## src/rtl/usbctl_pkg.sv

```systemverilog
package usbctl_pkg;

    localparam int LEN_W = 16;

    typedef enum logic [1:0] {
        TOK_SETUP = 2'd0,
        TOK_IN    = 2'd1,
        TOK_OUT   = 2'd2,
        TOK_PING  = 2'd3
    } tok_e;

    typedef enum logic [1:0] {
        RSP_ACK   = 2'd0,
        RSP_NAK   = 2'd1,
        RSP_STALL = 2'd2,
        RSP_TMO   = 2'd3
    } rsp_e;

    typedef enum logic [1:0] {
        ST_IDLE   = 2'd0,
        ST_SETUP  = 2'd1,
        ST_DATA   = 2'd2,
        ST_STATUS = 2'd3
    } stg_e;

    typedef struct packed {
        logic [LEN_W-1:0] wlength;
        logic [LEN_W-1:0] windex;
        logic [LEN_W-1:0] wvalue;
        logic [LEN_W-1:0] rtype;
    } ctl_req_t;

    function automatic logic [LEN_W-1:0] umin(input logic [LEN_W-1:0] a,
                                              input logic [LEN_W-1:0] b);
        return (a < b) ? a : b;
    endfunction

endpackage

```

## src/rtl/ctl_req_regs.sv

```systemverilog
module ctl_req_regs
    import usbctl_pkg::*;
(
    input  logic             clk,
    input  logic             rst,
    input  logic             we,
    input  logic [1:0]       sel,
    input  logic [LEN_W-1:0] wdata,
    input  logic             lock,
    output ctl_req_t         req
);
    always_ff @(posedge clk) begin
        if (rst) begin
            req <= '0;
        end else if (we && !lock) begin
            case (sel)
                2'd0: req.rtype   <= wdata;
                2'd1: req.wvalue  <= wdata;
                2'd2: req.windex  <= wdata;
                default: req.wlength <= wdata;
            endcase
        end
    end
endmodule

```

## src/rtl/ctl_retry_cnt.sv

```systemverilog
module ctl_retry_cnt #(
    parameter int LIMIT = 3
) (
    input  logic clk,
    input  logic rst,
    input  logic inc,
    input  logic clr,
    output logic hit
);
    localparam int CW = $clog2(LIMIT + 1);
    localparam logic [CW-1:0] LAST = CW'(LIMIT - 1);

    logic [CW-1:0] cnt;

    assign hit = inc && (cnt == LAST);

    always_ff @(posedge clk) begin
        if (rst || clr || hit) begin
            cnt <= '0;
        end else if (inc) begin
            cnt <= cnt + 1'b1;
        end
    end
endmodule

```

## src/rtl/ctl_stage_fsm.sv

```systemverilog
module ctl_stage_fsm
    import usbctl_pkg::*;
#(
    parameter int MAX_PKT = 64
) (
    input  logic             clk,
    input  logic             rst,
    input  logic             start,
    input  logic [6:0]       dev_sel,
    input  logic             high_speed,
    input  logic             dir_bit,
    input  logic [LEN_W-1:0] wlength,
    input  logic             resp_valid,
    input  logic [1:0]       resp,
    input  logic [LEN_W-1:0] rx_len,
    input  logic             tmo_hit,
    output logic             accept,
    output logic             is_tmo,
    output logic             in_setup,
    output logic             req_valid,
    output logic [1:0]       token,
    output logic [6:0]       addr,
    output logic             toggle,
    output logic [LEN_W-1:0] len,
    output logic             irq_setup_ack,
    output logic             irq_setup_err,
    output logic             irq_stall,
    output logic             irq_err,
    output logic             irq_done
);
    localparam logic [LEN_W-1:0] MPS = LEN_W'(MAX_PKT);

    stg_e             stage;
    logic             tog_q, ping_q, data_in_q, stat_in_q, hs_q;
    logic [6:0]       addr_q;
    logic [LEN_W-1:0] rem_q;
    logic             out_phase;
    rsp_e             rsp;
    tok_e             tok;
    logic [LEN_W-1:0] out_n, in_n;
    logic             in_last;

    assign rsp       = rsp_e'(resp);
    assign req_valid = (stage != ST_IDLE);
    assign in_setup  = (stage == ST_SETUP);
    assign accept    = req_valid && resp_valid;
    assign is_tmo    = (rsp == RSP_TMO);
    assign addr      = addr_q;
    assign toggle    = tog_q;
    assign out_phase = ((stage == ST_DATA) && !data_in_q) ||
                       ((stage == ST_STATUS) && !stat_in_q);
    assign out_n     = umin(rem_q, MPS);
    assign in_n      = umin(rx_len, rem_q);
    assign in_last   = (rx_len < MPS) || (rx_len >= rem_q);

    always_comb begin
        tok = TOK_SETUP;
        len = '0;
        case (stage)
            ST_SETUP: begin
                tok = TOK_SETUP;
                len = LEN_W'(8);
            end
            ST_DATA: begin
                if (data_in_q) begin
                    tok = TOK_IN;
                    len = MPS;
                end else if (ping_q) begin
                    tok = TOK_PING;
                end else begin
                    tok = TOK_OUT;
                    len = out_n;
                end
            end
            ST_STATUS: begin
                if (stat_in_q)   tok = TOK_IN;
                else if (ping_q) tok = TOK_PING;
                else             tok = TOK_OUT;
            end
            default: ;
        endcase
    end
    assign token = tok;

    always_ff @(posedge clk) begin
        if (rst) begin
            stage         <= ST_IDLE;
            tog_q         <= 1'b0;
            ping_q        <= 1'b0;
            data_in_q     <= 1'b0;
            stat_in_q     <= 1'b0;
            hs_q          <= 1'b0;
            addr_q        <= '0;
            rem_q         <= '0;
            irq_setup_ack <= 1'b0;
            irq_setup_err <= 1'b0;
            irq_stall     <= 1'b0;
            irq_err       <= 1'b0;
            irq_done      <= 1'b0;
        end else begin
            irq_setup_ack <= 1'b0;
            irq_setup_err <= 1'b0;
            irq_stall     <= 1'b0;
            irq_err       <= 1'b0;
            irq_done      <= 1'b0;
            if (stage == ST_IDLE) begin
                if (start) begin
                    stage  <= ST_SETUP;
                    tog_q  <= 1'b0;
                    ping_q <= 1'b0;
                    addr_q <= dev_sel;
                    hs_q   <= high_speed;
                end
            end else if (accept) begin
                if (is_tmo) begin
                    if (tmo_hit) begin
                        irq_err       <= 1'b1;
                        irq_setup_err <= in_setup;
                        stage         <= ST_IDLE;
                    end
                end else if (stage == ST_SETUP) begin
                    if (rsp == RSP_ACK) begin
                        irq_setup_ack <= 1'b1;
                        tog_q         <= 1'b1;
                        rem_q         <= wlength;
                        if (wlength == '0) begin
                            stage     <= ST_STATUS;
                            stat_in_q <= 1'b1;
                            ping_q    <= 1'b0;
                        end else begin
                            stage     <= ST_DATA;
                            data_in_q <= dir_bit;
                            stat_in_q <= !dir_bit;
                            ping_q    <= hs_q && !dir_bit;
                        end
                    end else begin
                        irq_setup_err <= 1'b1;
                        stage         <= ST_IDLE;
                    end
                end else if (rsp == RSP_STALL) begin
                    irq_stall <= 1'b1;
                    stage     <= ST_IDLE;
                end else if (rsp == RSP_NAK) begin
                    if (!ping_q && hs_q && out_phase) ping_q <= 1'b1;
                end else if (ping_q) begin
                    ping_q <= 1'b0;
                end else if (stage == ST_STATUS) begin
                    irq_done <= 1'b1;
                    stage    <= ST_IDLE;
                end else begin
                    if ((data_in_q && in_last) || (!data_in_q && (rem_q == out_n))) begin
                        stage  <= ST_STATUS;
                        tog_q  <= 1'b1;
                        ping_q <= hs_q && !stat_in_q;
                    end else begin
                        tog_q <= !tog_q;
                    end
                    rem_q <= rem_q - (data_in_q ? in_n : out_n);
                end
            end
        end
    end
endmodule

```

## src/rtl/usb_ctl_seq.sv

```systemverilog
module usb_ctl_seq
    import usbctl_pkg::*;
#(
    parameter int MAX_PKT = 64,
    parameter int MAX_TMO = 3
) (
    input  logic        clk,
    input  logic        rst,
    input  logic        reg_we_i,
    input  logic [1:0]  reg_sel_i,
    input  logic [15:0] reg_wdata_i,
    output logic [63:0] req_regs_o,
    input  logic [6:0]  dev_sel_i,
    input  logic        high_speed_i,
    input  logic        start_i,
    output logic        busy_o,
    output logic        pe_req_valid_o,
    output logic [1:0]  pe_token_o,
    output logic [6:0]  pe_addr_o,
    output logic        pe_toggle_o,
    output logic [15:0] pe_len_o,
    input  logic        pe_resp_valid_i,
    input  logic [1:0]  pe_resp_i,
    input  logic [15:0] pe_rx_len_i,
    output logic        irq_setup_ack_o,
    output logic        irq_setup_err_o,
    output logic        irq_stall_o,
    output logic        irq_err_o,
    output logic        irq_done_o
);
    ctl_req_t req;
    logic     in_setup, accept, is_tmo, tmo_hit;

    assign busy_o     = in_setup;
    assign req_regs_o = req;

    ctl_req_regs u_regs (
        .clk   (clk),
        .rst   (rst),
        .we    (reg_we_i),
        .sel   (reg_sel_i),
        .wdata (reg_wdata_i),
        .lock  (in_setup),
        .req   (req)
    );

    ctl_retry_cnt #(.LIMIT(MAX_TMO)) u_tmo (
        .clk (clk),
        .rst (rst),
        .inc (accept && is_tmo),
        .clr ((accept && !is_tmo) || (start_i && !pe_req_valid_o)),
        .hit (tmo_hit)
    );

    ctl_stage_fsm #(.MAX_PKT(MAX_PKT)) u_fsm (
        .clk           (clk),
        .rst           (rst),
        .start         (start_i),
        .dev_sel       (dev_sel_i),
        .high_speed    (high_speed_i),
        .dir_bit       (req.rtype[7]),
        .wlength       (req.wlength),
        .resp_valid    (pe_resp_valid_i),
        .resp          (pe_resp_i),
        .rx_len        (pe_rx_len_i),
        .tmo_hit       (tmo_hit),
        .accept        (accept),
        .is_tmo        (is_tmo),
        .in_setup      (in_setup),
        .req_valid     (pe_req_valid_o),
        .token         (pe_token_o),
        .addr          (pe_addr_o),
        .toggle        (pe_toggle_o),
        .len           (pe_len_o),
        .irq_setup_ack (irq_setup_ack_o),
        .irq_setup_err (irq_setup_err_o),
        .irq_stall     (irq_stall_o),
        .irq_err       (irq_err_o),
        .irq_done      (irq_done_o)
    );
endmodule

```

## config.mk

```make
export PLATFORM = sky130hd
export DESIGN_NAME = usb_ctl_seq
export DESIGN_NICKNAME = d
export VERILOG_FILES = /design/src/rtl/usbctl_pkg.sv /design/src/rtl/ctl_req_regs.sv /design/src/rtl/ctl_retry_cnt.sv /design/src/rtl/ctl_stage_fsm.sv /design/src/rtl/usb_ctl_seq.sv
export SDC_FILE = /design/constraint.sdc
export NUM_CORES = 1
export LEC_CHECK = 0
export BUFFER_PORTS_ARGS = -buffer_cell sky130_fd_sc_hd__buf_2
export CORE_UTILIZATION = 30
export CTS_CLUSTER_DIAMETER = 150
export DETAILED_ROUTE_END_ITERATION = 8
export SETUP_SLACK_MARGIN = 0.1
export SLEW_MARGIN = 10
export SYNTH_ARGS = -nofsm -noshare
export SYNTH_HDL_FRONTEND = slang
export SYNTH_SLANG_ARGS = --single-unit
```

## constraint.sdc

```tcl
create_clock -name clk -period 11.91 [get_ports clk]
set_clock_uncertainty 0.05 [all_clocks]
set_input_delay 1.191 -clock clk [delete_from_list [all_inputs] [get_ports clk]]
set_output_delay 1.191 -clock clk [all_outputs]
set_load 0.01 [all_outputs]
```

# Word level (Yosys, flattened, before mapping)

Index checks and enable logic that the tools add are counted.

Bits in registers: 101
Bits in latches: 0
RAM bits: 0
ROM bits: 0
Input bits: 49
Output and inout bits: 97
Memories kept: 0

Add/sub/neg operators: 2
$mul: 0
Divide/modulo/power cells: 0
$lt $le $gt $ge: 4
Equal/unequal tests: 26
Shift operators: 0
Multiplexer cells: 61
Bitwise operators: 6
Reductions and logical operators: 52

Operator list:

| kind                | number |
|---|---|
| $mux 16             | 11 |
| $mux 1              | 34 |
| $lt 16x7->1 const B | 2 |
| $pmux 16 s2         | 1 |
| $mux 2              | 14 |
| $reduce_and 6->1    | 3 |
| $eq 16x16->1        | 1 |
| $ge 16x16->1        | 1 |
| $logic_not 16->1    | 1 |
| $lt 16x16->1        | 1 |
| $reduce_and 8->1    | 2 |
| $sub 16x16->16      | 1 |
| $logic_and 1x1->1   | 14 |
| $eq 2x2->1 const B  | 6 |
| $ne 2x2->1 const B  | 5 |
| $reduce_and 2->1    | 5 |
| $reduce_or 5->1     | 2 |
| $ne 3x2->1 const B  | 3 |
| $logic_not 1->1     | 8 |
| $reduce_or 8->1     | 1 |
| $eq 2x1->1 const B  | 3 |
| $logic_not 2->1     | 3 |
| $logic_or 1x1->1    | 6 |
| $ne 3x1->1 const B  | 2 |
| 13 further kinds    | 21 |

# Longest topological paths before layout

Gate-level depths: netlist of the first run.

Depth after elaboration: 14
Gate-level depth with buffers: 18
Gate-level depth less buffers: 18

# Modules after synthesis

A second synthesis of the first run with hierarchy kept.

Cell total of the unflattened synthesis: 678
Area total of the unflattened synthesis: 6049.6 µm²

Modules (own cells, without submodules):

| module        | times used | cells each | area an instance (µm²) |
|---|---|---|---|
| ctl_stage_fsm | 1          | 432        | 3338.2 |
| ctl_req_regs  | 1          | 230        | 2575.0 |
| ctl_retry_cnt | 1          | 12         | 108.9 |
| usb_ctl_seq   | 1          | 4          | 27.5 |

# Worst setup path before layout of the first run

OpenSTA, ideal clock, no wires.

Path type: input-to-reg
Start point: in pe_rx_len_i[15]
End point: reg u_fsm.rem_q[12]
Library setup time: 0.096 ns
Arrival time: 4.784 ns
Slack: 6.980 ns
Stages: 17
Buffers on the path: 0
Cells stage by stage: ha_1 nand2_1 or3_1 a32oi_2 a21o_1 a21o_1 a22o_1 ha_1 inv_1 fa_1 a21oi_1 o21ai_0 a221oi_2 nor2b_1 or4b_1 o31a_1 o41ai_2

Word-level cells in the longest chain between the ends: 9

Ends and longest elaborated chain:

| what                 | line                 | source |
|---|---|---|
| start, declared      | usb_ctl_seq.sv:24    | `input logic [15:0] pe_rx_len_i,` |
| $lt 16x16->1         | usbctl_pkg.sv:35     | `return (a < b) ? a : b;` |
| $mux 16              | usbctl_pkg.sv:35     |  |
| $mux 16              | ctl_stage_fsm.sv:158 | `rem_q <= rem_q - (data_in_q ? in_n : out_n);` |
| $sub 16x16->16       | ctl_stage_fsm.sv:158 |  |
| $mux 16              | ctl_stage_fsm.sv:147 | `end else if (stage == ST_STATUS) begin` |
| $mux 16              | ctl_stage_fsm.sv:145 | `end else if (ping_q) begin` |
| $mux 16              | ctl_stage_fsm.sv:143 | `end else if (rsp == RSP_NAK) begin` |
| $mux 16              | ctl_stage_fsm.sv:140 | `end else if (rsp == RSP_STALL) begin` |
| $mux 16              | ctl_stage_fsm.sv:121 | `end else if (stage == ST_SETUP) begin` |
| end signal, assigned | ctl_stage_fsm.sv:125 | `rem_q <= wlength;` |
| end signal, assigned | ctl_stage_fsm.sv:158 |  |
| end, declared        | ctl_stage_fsm.sv:36  | `logic [LEN_W-1:0] rem_q;` |

Every way passes these cells. The select of a mux whose other input is x is not followed.
A chain may end at the register's enable or synchronous reset.

# Worst setup path after layout of the first run

Start point: in pe_rx_len_i[12]
End point: reg u_fsm.rem_q[12]

Word-level cells in the longest chain between the ends: 9

Ends and longest elaborated chain:

| what             | line |
|---|---|
| $lt 16x16->1     | usbctl_pkg.sv:35 |
| $mux 16 *        | usbctl_pkg.sv:35 |
| $mux 16 *        | ctl_stage_fsm.sv:158 |
| $sub 16x16->16 * | ctl_stage_fsm.sv:158 |
| $mux 16 *        | ctl_stage_fsm.sv:147 |
| $mux 16 *        | ctl_stage_fsm.sv:145 |
| $mux 16 *        | ctl_stage_fsm.sv:143 |
| $mux 16 *        | ctl_stage_fsm.sv:140 |
| $mux 16 *        | ctl_stage_fsm.sv:121 |

Every way passes the cells marked *; elsewhere a longest branch is shown, timed or not. The select of a mux whose other input is x is not followed.

==> results of run 1 <==
flip-flops by register name, summed over array words and instances (netlist names):
| signal | flops |
|---|---|
| u_regs.req | 64 |
| u_fsm.rem_q | 16 |
| u_fsm.addr | 7 |
| u_fsm.stage | 2 |
| u_tmo.cnt | 2 |
| u_fsm.data_in_q | 1 |
| u_fsm.hs_q | 1 |
| u_fsm.irq_done | 1 |
| u_fsm.irq_err | 1 |
| u_fsm.irq_setup_ack | 1 |
| u_fsm.irq_setup_err | 1 |
| u_fsm.irq_stall | 1 |
| u_fsm.ping_q | 1 |
| u_fsm.stat_in_q | 1 |
| u_fsm.toggle | 1 |
cell families after synthesis:
logic type | synth area share
compound gates | 0.215
xor+xnor | 0.0190
fa+ha+maj | 0.0852
buf+inv | 0.0578
flops | 0.366
mux | 0.0145
other cells | 0.000679
simple gates | 0.241
power by group:
| group | total [W] | internal, W | switching [W] |
|---|---|---|---|
| sequential | 0.000360 | 0.000350 | 0.0000101 |
| combinational | 0.000183 | 0.0000712 | 0.000112 |
| clock | 0.000301 | 0.000154 | 0.000147 |
| total | 0.000845 | 0.000576 | 0.000270 |
how the worst max path moves through the flow:
stage / startpoint / end / slack (ns) / cells past startpoint
2_1_floorplan: pe_rx_len_i[15] / u_fsm.rem_q[12] / 6.98 / 17
3_3_place_gp: pe_rx_len_i[12] / u_fsm.rem_q[12] / 6.60 / 18
3_5_place_dp: pe_rx_len_i[12] / u_fsm.rem_q[12] / 6.46 / 18
4_1_cts: pe_rx_len_i[12] / u_fsm.rem_q[12] / 6.84 / 18
5_1_grt: pe_rx_len_i[15] / u_fsm.rem_q[12] / 6.48 / 16
6_report: pe_rx_len_i[12] / u_fsm.rem_q[12] / 6.83 / 18
through the flow:
step	power, W	worst slack (ns)	hold slack (ns)	cells
CTS	0.000856	6.84	0.404	1077
global placement	0.000550	6.60	0.388	1061
detailed placement	0.000552	6.46	0.393	1061
finish	0.000845	6.83	0.402	1077
global route	0.000892	6.48	0.422	1077
floorplan	0.000497	6.98	0.400	739
critical path: stages:
cell	delay (ns)
sky130_fd_sc_hd__buf_2	0.12
sky130_fd_sc_hd__ha_1	0.29
sky130_fd_sc_hd__nand3_1	0.10
sky130_fd_sc_hd__o21a_1	0.19
sky130_fd_sc_hd__a211oi_1	0.52
sky130_fd_sc_hd__a21o_1	0.18
sky130_fd_sc_hd__a21o_1	0.22
sky130_fd_sc_hd__a22o_1	0.16
sky130_fd_sc_hd__ha_1	0.16
sky130_fd_sc_hd__inv_1	0.06
sky130_fd_sc_hd__fa_1	0.42
sky130_fd_sc_hd__a21oi_1	0.19
sky130_fd_sc_hd__o21ai_0	0.21
sky130_fd_sc_hd__a221oi_2	0.37
sky130_fd_sc_hd__nor2b_1	0.11
sky130_fd_sc_hd__or4b_1	0.48
sky130_fd_sc_hd__o31a_1	0.13
sky130_fd_sc_hd__o41ai_2	0.19
cell usage in the layout, fill, tap and decap left out, types with 10 or more instances in the layout:
master	n
sky130_fd_sc_hd__buf_2	136
sky130_fd_sc_hd__a211oi_1	10
sky130_fd_sc_hd__nor2_1	37
sky130_fd_sc_hd__inv_1	27
sky130_fd_sc_hd__o21ai_0	28
sky130_fd_sc_hd__nand3_1	10
sky130_fd_sc_hd__ha_1	35
sky130_fd_sc_hd__dfxtp_1	101
sky130_fd_sc_hd__nor4_1	11
sky130_fd_sc_hd__nor3_1	11
sky130_fd_sc_hd__nand2_1	188
sky130_fd_sc_hd__a21oi_1	97
metal layers:
metal  vias up  global-route usage
met5         -                   0
met4         0              0.0458
met3        12              0.0500
met2       133               0.277
met1      2434               0.239
li1       2741                   -
area by class of cell:
| class | count | area [um2] | share of cell area |
|---|---|---|---|
| multi-input combinational | 563 | 3220 | 0.484 |
| clock inverter | 6 | 65.1 | 0.00979 |
| timing repair buffer | 140 | 711 | 0.107 |
| clock buffer | 10 | 239 | 0.0359 |
| tap | 229 | 287 | 0.0431 |
| inverter | 28 | 105 | 0.0158 |
| sequential | 101 | 2020 | 0.304 |
==> results.md, run 1 <==
- First-pass detailed-route iteration total: 5
- Cts hold-fix bufs: 0
- Kind of critical path: in2reg
- Nature of the critical path startpoint: primary input
- Met3 Wirelength: 1040 um
- Most used DFF post-synth: sky130_fd_sc_hd__dfxtp_1
- # rows: 49
- Endpoint kind of the worst setup timing path: flop
- Top layer in use: met4
- Count of input and output buffers: about 140
- Gp weighted congestion: between 0.9 and 1
- Synthesized netlist cell count: 731
- Via-to-Cell Ratio: 4.94
- DIE HEIGHT: 138 um
- Pin count of the biggest net entering global routing: 70
- Worst R2R Setup Slack: roughly 7.3 ns
- Ratio of cells with drive above 1 in the final layout: 0.200
- Result of the run: completed
- Core Box Area: roughly 0.018 mm2
- Clk slew on worst S/H paths: roughly 0.07 ns
- Endpoint of the lowest-slack register-to-register path: u_fsm.rem_q[12]
- Flip-flop and latch count after synthesis: ~100
- TritonCTS clock tree: yes
- Worst-path maximum fanout: 6
- Type of the worst min-delay path: reg2reg
- Die area: 0.0190 mm2
- Post-synthesis cell type count: 60
- Share of the core filled with cells: 0.369
- Gr ovfl total: 0
- Top cell types by occurrence after synthesis: sky130_fd_sc_hd__nand2_1 (188), sky130_fd_sc_hd__dfxtp_1 (101), sky130_fd_sc_hd__a21oi_1 (97), sky130_fd_sc_hd__nor2_1 (37)
- Inserted Diodes: 0
- Final Max Tran Viols: 0
- Number of cells traversed by the worst hold path: 2
- Worst-case headroom to the max-slew limit: 0.306
- Layout Nets: just over 900
- Startpoint of the lowest-slack hold path: u_regs.req[8]
- Pwr dens: approximately 130 mW/mm2
- Placement Cell Area: roughly 0.0063 mm2
- Most common cell in the synthesized netlist: sky130_fd_sc_hd__nand2_1
- Peak VDD IR: roughly 75 uV
- Vias in the first global route: roughly 4900
- Proportion of register bits with asynchronous set or reset after synthesis: 0
- Count of unresolved DRC violations after routing: 0
- Per-instance average area after synthesis: approximately 7.6 um2
- Setup tns final: 0 ns
- Half-perimeter wire length of the detailed placement result: 12500 um
- Initial Util: 0.306
- EDFF count, synth: 0
- Post CTS Setup Buffer Count: 0
- Area share of the largest cell type after synthesis: 0.366
- WL/cell: 15.2 um
- Global-route usage over all layers: 0.178
- Total length of routed wires: 16300 um
- Via count: roughly 5300
- Clock period minus worst slack: ~5.1 ns
- Endpoint arrival time on the critical path: ~5.3 ns
- Depth of the CTS H-tree: 3
- Setup Viol. Count Final: 0
- Post-route antenna net violation count: 0
- Total met2 wirelength after detailed routing: about 7300 um
- Clock network latency to the later pin of the worst-skew pair: ~0.35 ns
- Hold Violations, Final: 0
- I/O Pins: between 100 and 150
- First-pass GRT wire length: 26200 um
- Setup repair after global routing missed its margin: no
- Root buffer cell: sky130_fd_sc_hd__clkbuf_16
- Slew @ Worst Pin: roughly 1.0 ns
- Largest area contributor in the netlist: sky130_fd_sc_hd__dfxtp_1
- Dominant cells by area after synthesis: sky130_fd_sc_hd__dfxtp_1 (37%), sky130_fd_sc_hd__nand2_1 (13%), sky130_fd_sc_hd__a21oi_1 (8.8%)
- Synthesis warning total: 0
- Netlist area before placement: around 0.0055 mm2
- Number of buffers created by CTS: 9
- Initial detailed-routing violation count: between 300 and 400
- Required time at the worst-slack endpoint: 12.12 ns
- Final cell area excluding filler cells: about 0.0066 mm2
- R2R depth: 17
- Worst reg2reg path startpoint: u_fsm.rem_q[5]
- Growth of design area from synthesis to finish: 20.4%
- Sinks on Clock Net: between 100 and 150
- Hold endpoint: u_regs.req[8]
- Antenna violations before repair: 0
- Count of filler cells inserted in the layout: around 1900
- Post-route fraction of the period consumed by the critical path: 0.427
- # resized after CTS: 0
- Sequential-to-total area share from yosys stat: 0.366
- Longest Clk Path Bufs: 2
- Highest Clock Rate: just under 0.2 GHz
- Metal1 wirelength: 7800 um
- X dimension of the die: between 100 and 150 um
- Number of maximum-capacitance violations: 0
- Leak pwr: between 2 and 3 nW
Note: power is estimated with default switching activity, not from simulation.
==> run 2, diff against run 1 <==
==> constraint.sdc (replaced) <==
create_clock -name clk -period 5.2 [get_ports clk]
set_clock_uncertainty 0.05 [all_clocks]
set_input_delay 0.52 -clock clk [delete_from_list [all_inputs] [get_ports clk]]
set_output_delay 0.52 -clock clk [all_outputs]
set_load 0.01 [all_outputs]
==> run 2 against run 1 <==
  * Final cell count is the same
  * Wire length shrank 1.2%
  * Worst hold slack lost 0.048 ns
  * First-iteration DRC count shrank 15%
  * Total power grew 140%
  * Clock power grew to 2.6 times the previous value
  * Final area grew 0.62%
  * Critical endpoint unchanged
==> results.md, run 2 (same netlist as run 1, synthesis figures left out) <==
- Sw frac: 0.291 (-0.0285)
- Post-route fraction of the period consumed by the critical path: 0.891
- Highest Clock Rate: between 0.2 and 0.25 GHz
- Growth of design area from synthesis to finish: 21.1%
- Clock network latency to the later pin of the worst-skew pair: 0.34 ns (about the same)
- Number of buffers created by CTS: 9 (unchanged)
- Sequential Power Share: 0.406 (-0.020)
- Worst-path maximum fanout: 6 (unchanged)
- Largest register FFs: 64 (unchanged)
- Nature of the critical path startpoint: flop
- # resized after CTS: 0 (unchanged)
- Inserted Diodes: 0 (unchanged)
- Clk slew on worst S/H paths: 0.07 ns (about the same)
- Endpoint arrival time on the critical path: 4.84 ns (-0.46 ns)
- X dimension of the die: 138 um (unchanged)
- Sinks on Clock Net: 101 (unchanged)
- Initial detailed-routing violation count: 273 (-15%)
- Global-route usage over all layers: 0.172 (-0.00541)
- Total length of routed wires: 16100 um (-1.2%)
- Layout Nets: 929 (unchanged)
- Slew @ Worst Pin: 1.11 ns (+0.0752 ns)
- Min setup slack post-route: 0.569 ns (-6.26 ns)
- Longest Clk Path Bufs: 2 (unchanged)
- Count of input and output buffers: 136 (unchanged)
- First-pass GRT wire length: 25500 um (-2.8%)
- DIE HEIGHT: 138 um (unchanged)
- Via-to-Cell Ratio: 4.93 (-0.24%)
- Core Box Area: 0.0180 mm2 (unchanged)
- Number of maximum-capacitance violations: 0 (unchanged)
- Required time at the worst-slack endpoint: 5.40 ns (-6.72 ns)
- Number of cells traversed by the worst hold path: 3 (+1)
- Setup tns final: 0 ns (unchanged)
- Antenna violations before repair: 0 (unchanged)
- Vias in the first global route: 4823 (-2.4%)
- Hold endpoint: u_fsm.addr[5]
- Final Max Tran Viols: 0 (unchanged)
- Relative contribution of combinational cells to total power: 0.205 (-0.012)
- Leak pwr: 2.83 nW (+0.65%)
- First-pass detailed-route iteration total: 5 (unchanged)
- Worst-case headroom to the max-slew limit: 0.256 (-0.0503)
- Type of the worst min-delay path: in2reg
- Setup Viol. Count Final: 0 (unchanged)
- Cts hold-fix bufs: 0 (unchanged)
- Setup repair after global routing missed its margin: no
- Pin count of the biggest net entering global routing: 83 (+19%)
- Most common library cell in the layout ignoring fill and taps: sky130_fd_sc_hd__nand2_1
- Half-perimeter wire length of the detailed placement result: 12200 um (-2.9%)
- Result of the run: completed
- Post CTS Setup Buffer Count: 0 (unchanged)
- Most frequent cells in the layout: sky130_fd_sc_hd__nand2_1 (188), sky130_fd_sc_hd__buf_2 (136), sky130_fd_sc_hd__dfxtp_1 (101), sky130_fd_sc_hd__a21oi_1 (97), sky130_fd_sc_hd__nor2_1 (37)
- Register name with the most flops: u_regs.req
- Worst reg2reg path startpoint: u_fsm.rem_q[12]
- Worst slack at placement: 0.433 ns (-6.03 ns)
- Power, Total: 0.00203 W (+140%)
- Count of unresolved DRC violations after routing: 0 (unchanged)
- Hold Violations, Final: 0 (unchanged)
- # rows: 49 (unchanged)
- Clock period minus worst slack: between 4 and 5 ns
- Depth of the CTS H-tree: 3 (unchanged)
- Internal Power: 0.00144 W (+150%)
- WL/cell: 15.0 um (-1.2%)
- Peak VDD IR: 167 uV (+120%)
- Startpoint of the lowest-slack hold path: dev_sel_i[5]
- Root buffer cell: sky130_fd_sc_hd__clkbuf_16
- Initial Util: 0.306 (unchanged)
- Ratio of cells with drive above 1 in the final layout: 0.199 (-0.00118)
- Clk network pwr share: 0.388 (+0.031)
- Endpoint of the lowest-slack register-to-register path: u_fsm.rem_q[12]
- Via count: 5307 (-0.24%)
- Worst R2R Setup Slack: 0.57 ns (-6.70 ns)
- Endpoint kind of the worst setup timing path: flop
- Net load switching power: 0.000590 W (+120%)
- Gr ovfl total: 0 (unchanged)
- Die area: 0.0190 mm2 (unchanged)
- Post-route antenna net violation count: 0 (unchanged)
- Count of filler cells inserted in the layout: 1926 (-1.0%)
- Gp weighted congestion: 0.928 (+0.17%)
- I/O Pins: 146 (unchanged)
- Pwr dens: 304 mW/mm2 (+140%)
- R2R depth: 18 (+1)
- TritonCTS clock tree: yes
- Kind of critical path: reg2reg
-- run 2: worst max path at each step --
stage / start / endpoint / slack, ns / cells past startpoint
detailed placement: pe_rx_len_i[12] / u_fsm.rem_q[12] / 0.43 / 18
global placement: pe_rx_len_i[12] / u_fsm.rem_q[12] / 0.58 / 18
floorplan: pe_rx_len_i[15] / u_fsm.rem_q[12] / 0.94 / 17
global route: u_fsm.rem_q[12] / u_fsm.rem_q[12] / 0.21 / 18
CTS: u_fsm.rem_q[12] / u_fsm.rem_q[12] / 0.56 / 18
finish: u_fsm.rem_q[12] / u_fsm.rem_q[12] / 0.57 / 18
-- run 2: final cells by class --
type,count,area (um2),share of cell area
clock buffer,10,229,0.0342
clock inverter,6,116,0.0174
timing repair buffer,140,711,0.106
multi-input combinational,563,3220,0.481
inverter,28,105,0.0157
sequential,101,2020,0.302
tap,229,287,0.0428
-- run 2: metal layers --
metal  global-route usage  vias to the layer above  part of all wire  routed length [um]
met4               0.0476                        0             0.011                 176
met1                0.234                     2421              0.49                7840
li1                     -                     2734                 -                   -
met2                0.269                      139              0.45                7200
met5                    0                        -                 0                   0
met3               0.0419                       13             0.057                 917
-- run 2: power by group through the flow --
stage | Clock, W | Sequential, W | Combinational (W)
global placement | 0 | 0.000843 | 0.000418
CTS | 0.000813 | 0.000826 | 0.000420
finish | 0.000789 | 0.000826 | 0.000418
floorplan | 0 | 0.000850 | 0.000288
detailed placement | 0 | 0.000844 | 0.000418
global route | 0.000846 | 0.000830 | 0.000467
-- run 2: through the flow --
| stage | instances | util | hold WS, ns | instance area, um2 |
|---|---|---|---|---|
| global placement | 1061 | 0.352 | 0.389 | 6340 |
| floorplan | 739 | - | 0.400 | 5550 |
| finish | 1077 | 0.371 | 0.354 | 6690 |
| global route | 1077 | 0.371 | 0.350 | 6690 |
| CTS | 1077 | 0.371 | 0.341 | 6690 |
| detailed placement | 1061 | 0.352 | 0.394 | 6340 |
-- run 2: worst max-delay path: stages (launching register included) --
cell and delay, ns:
sky130_fd_sc_hd__dfxtp_1 0.38, sky130_fd_sc_hd__inv_1 0.11, sky130_fd_sc_hd__ha_1 0.30, sky130_fd_sc_hd__nand3_1 0.10
sky130_fd_sc_hd__o21a_1 0.19, sky130_fd_sc_hd__a211oi_1 0.48, sky130_fd_sc_hd__a21o_1 0.17, sky130_fd_sc_hd__a21o_1 0.22
sky130_fd_sc_hd__a22o_1 0.16, sky130_fd_sc_hd__ha_1 0.16, sky130_fd_sc_hd__inv_1 0.06, sky130_fd_sc_hd__fa_1 0.42
sky130_fd_sc_hd__a21oi_1 0.21, sky130_fd_sc_hd__o21ai_0 0.22, sky130_fd_sc_hd__a221oi_2 0.37, sky130_fd_sc_hd__nor2b_1 0.11
sky130_fd_sc_hd__or4b_1 0.48, sky130_fd_sc_hd__o31a_1 0.13, sky130_fd_sc_hd__o41ai_2 0.18
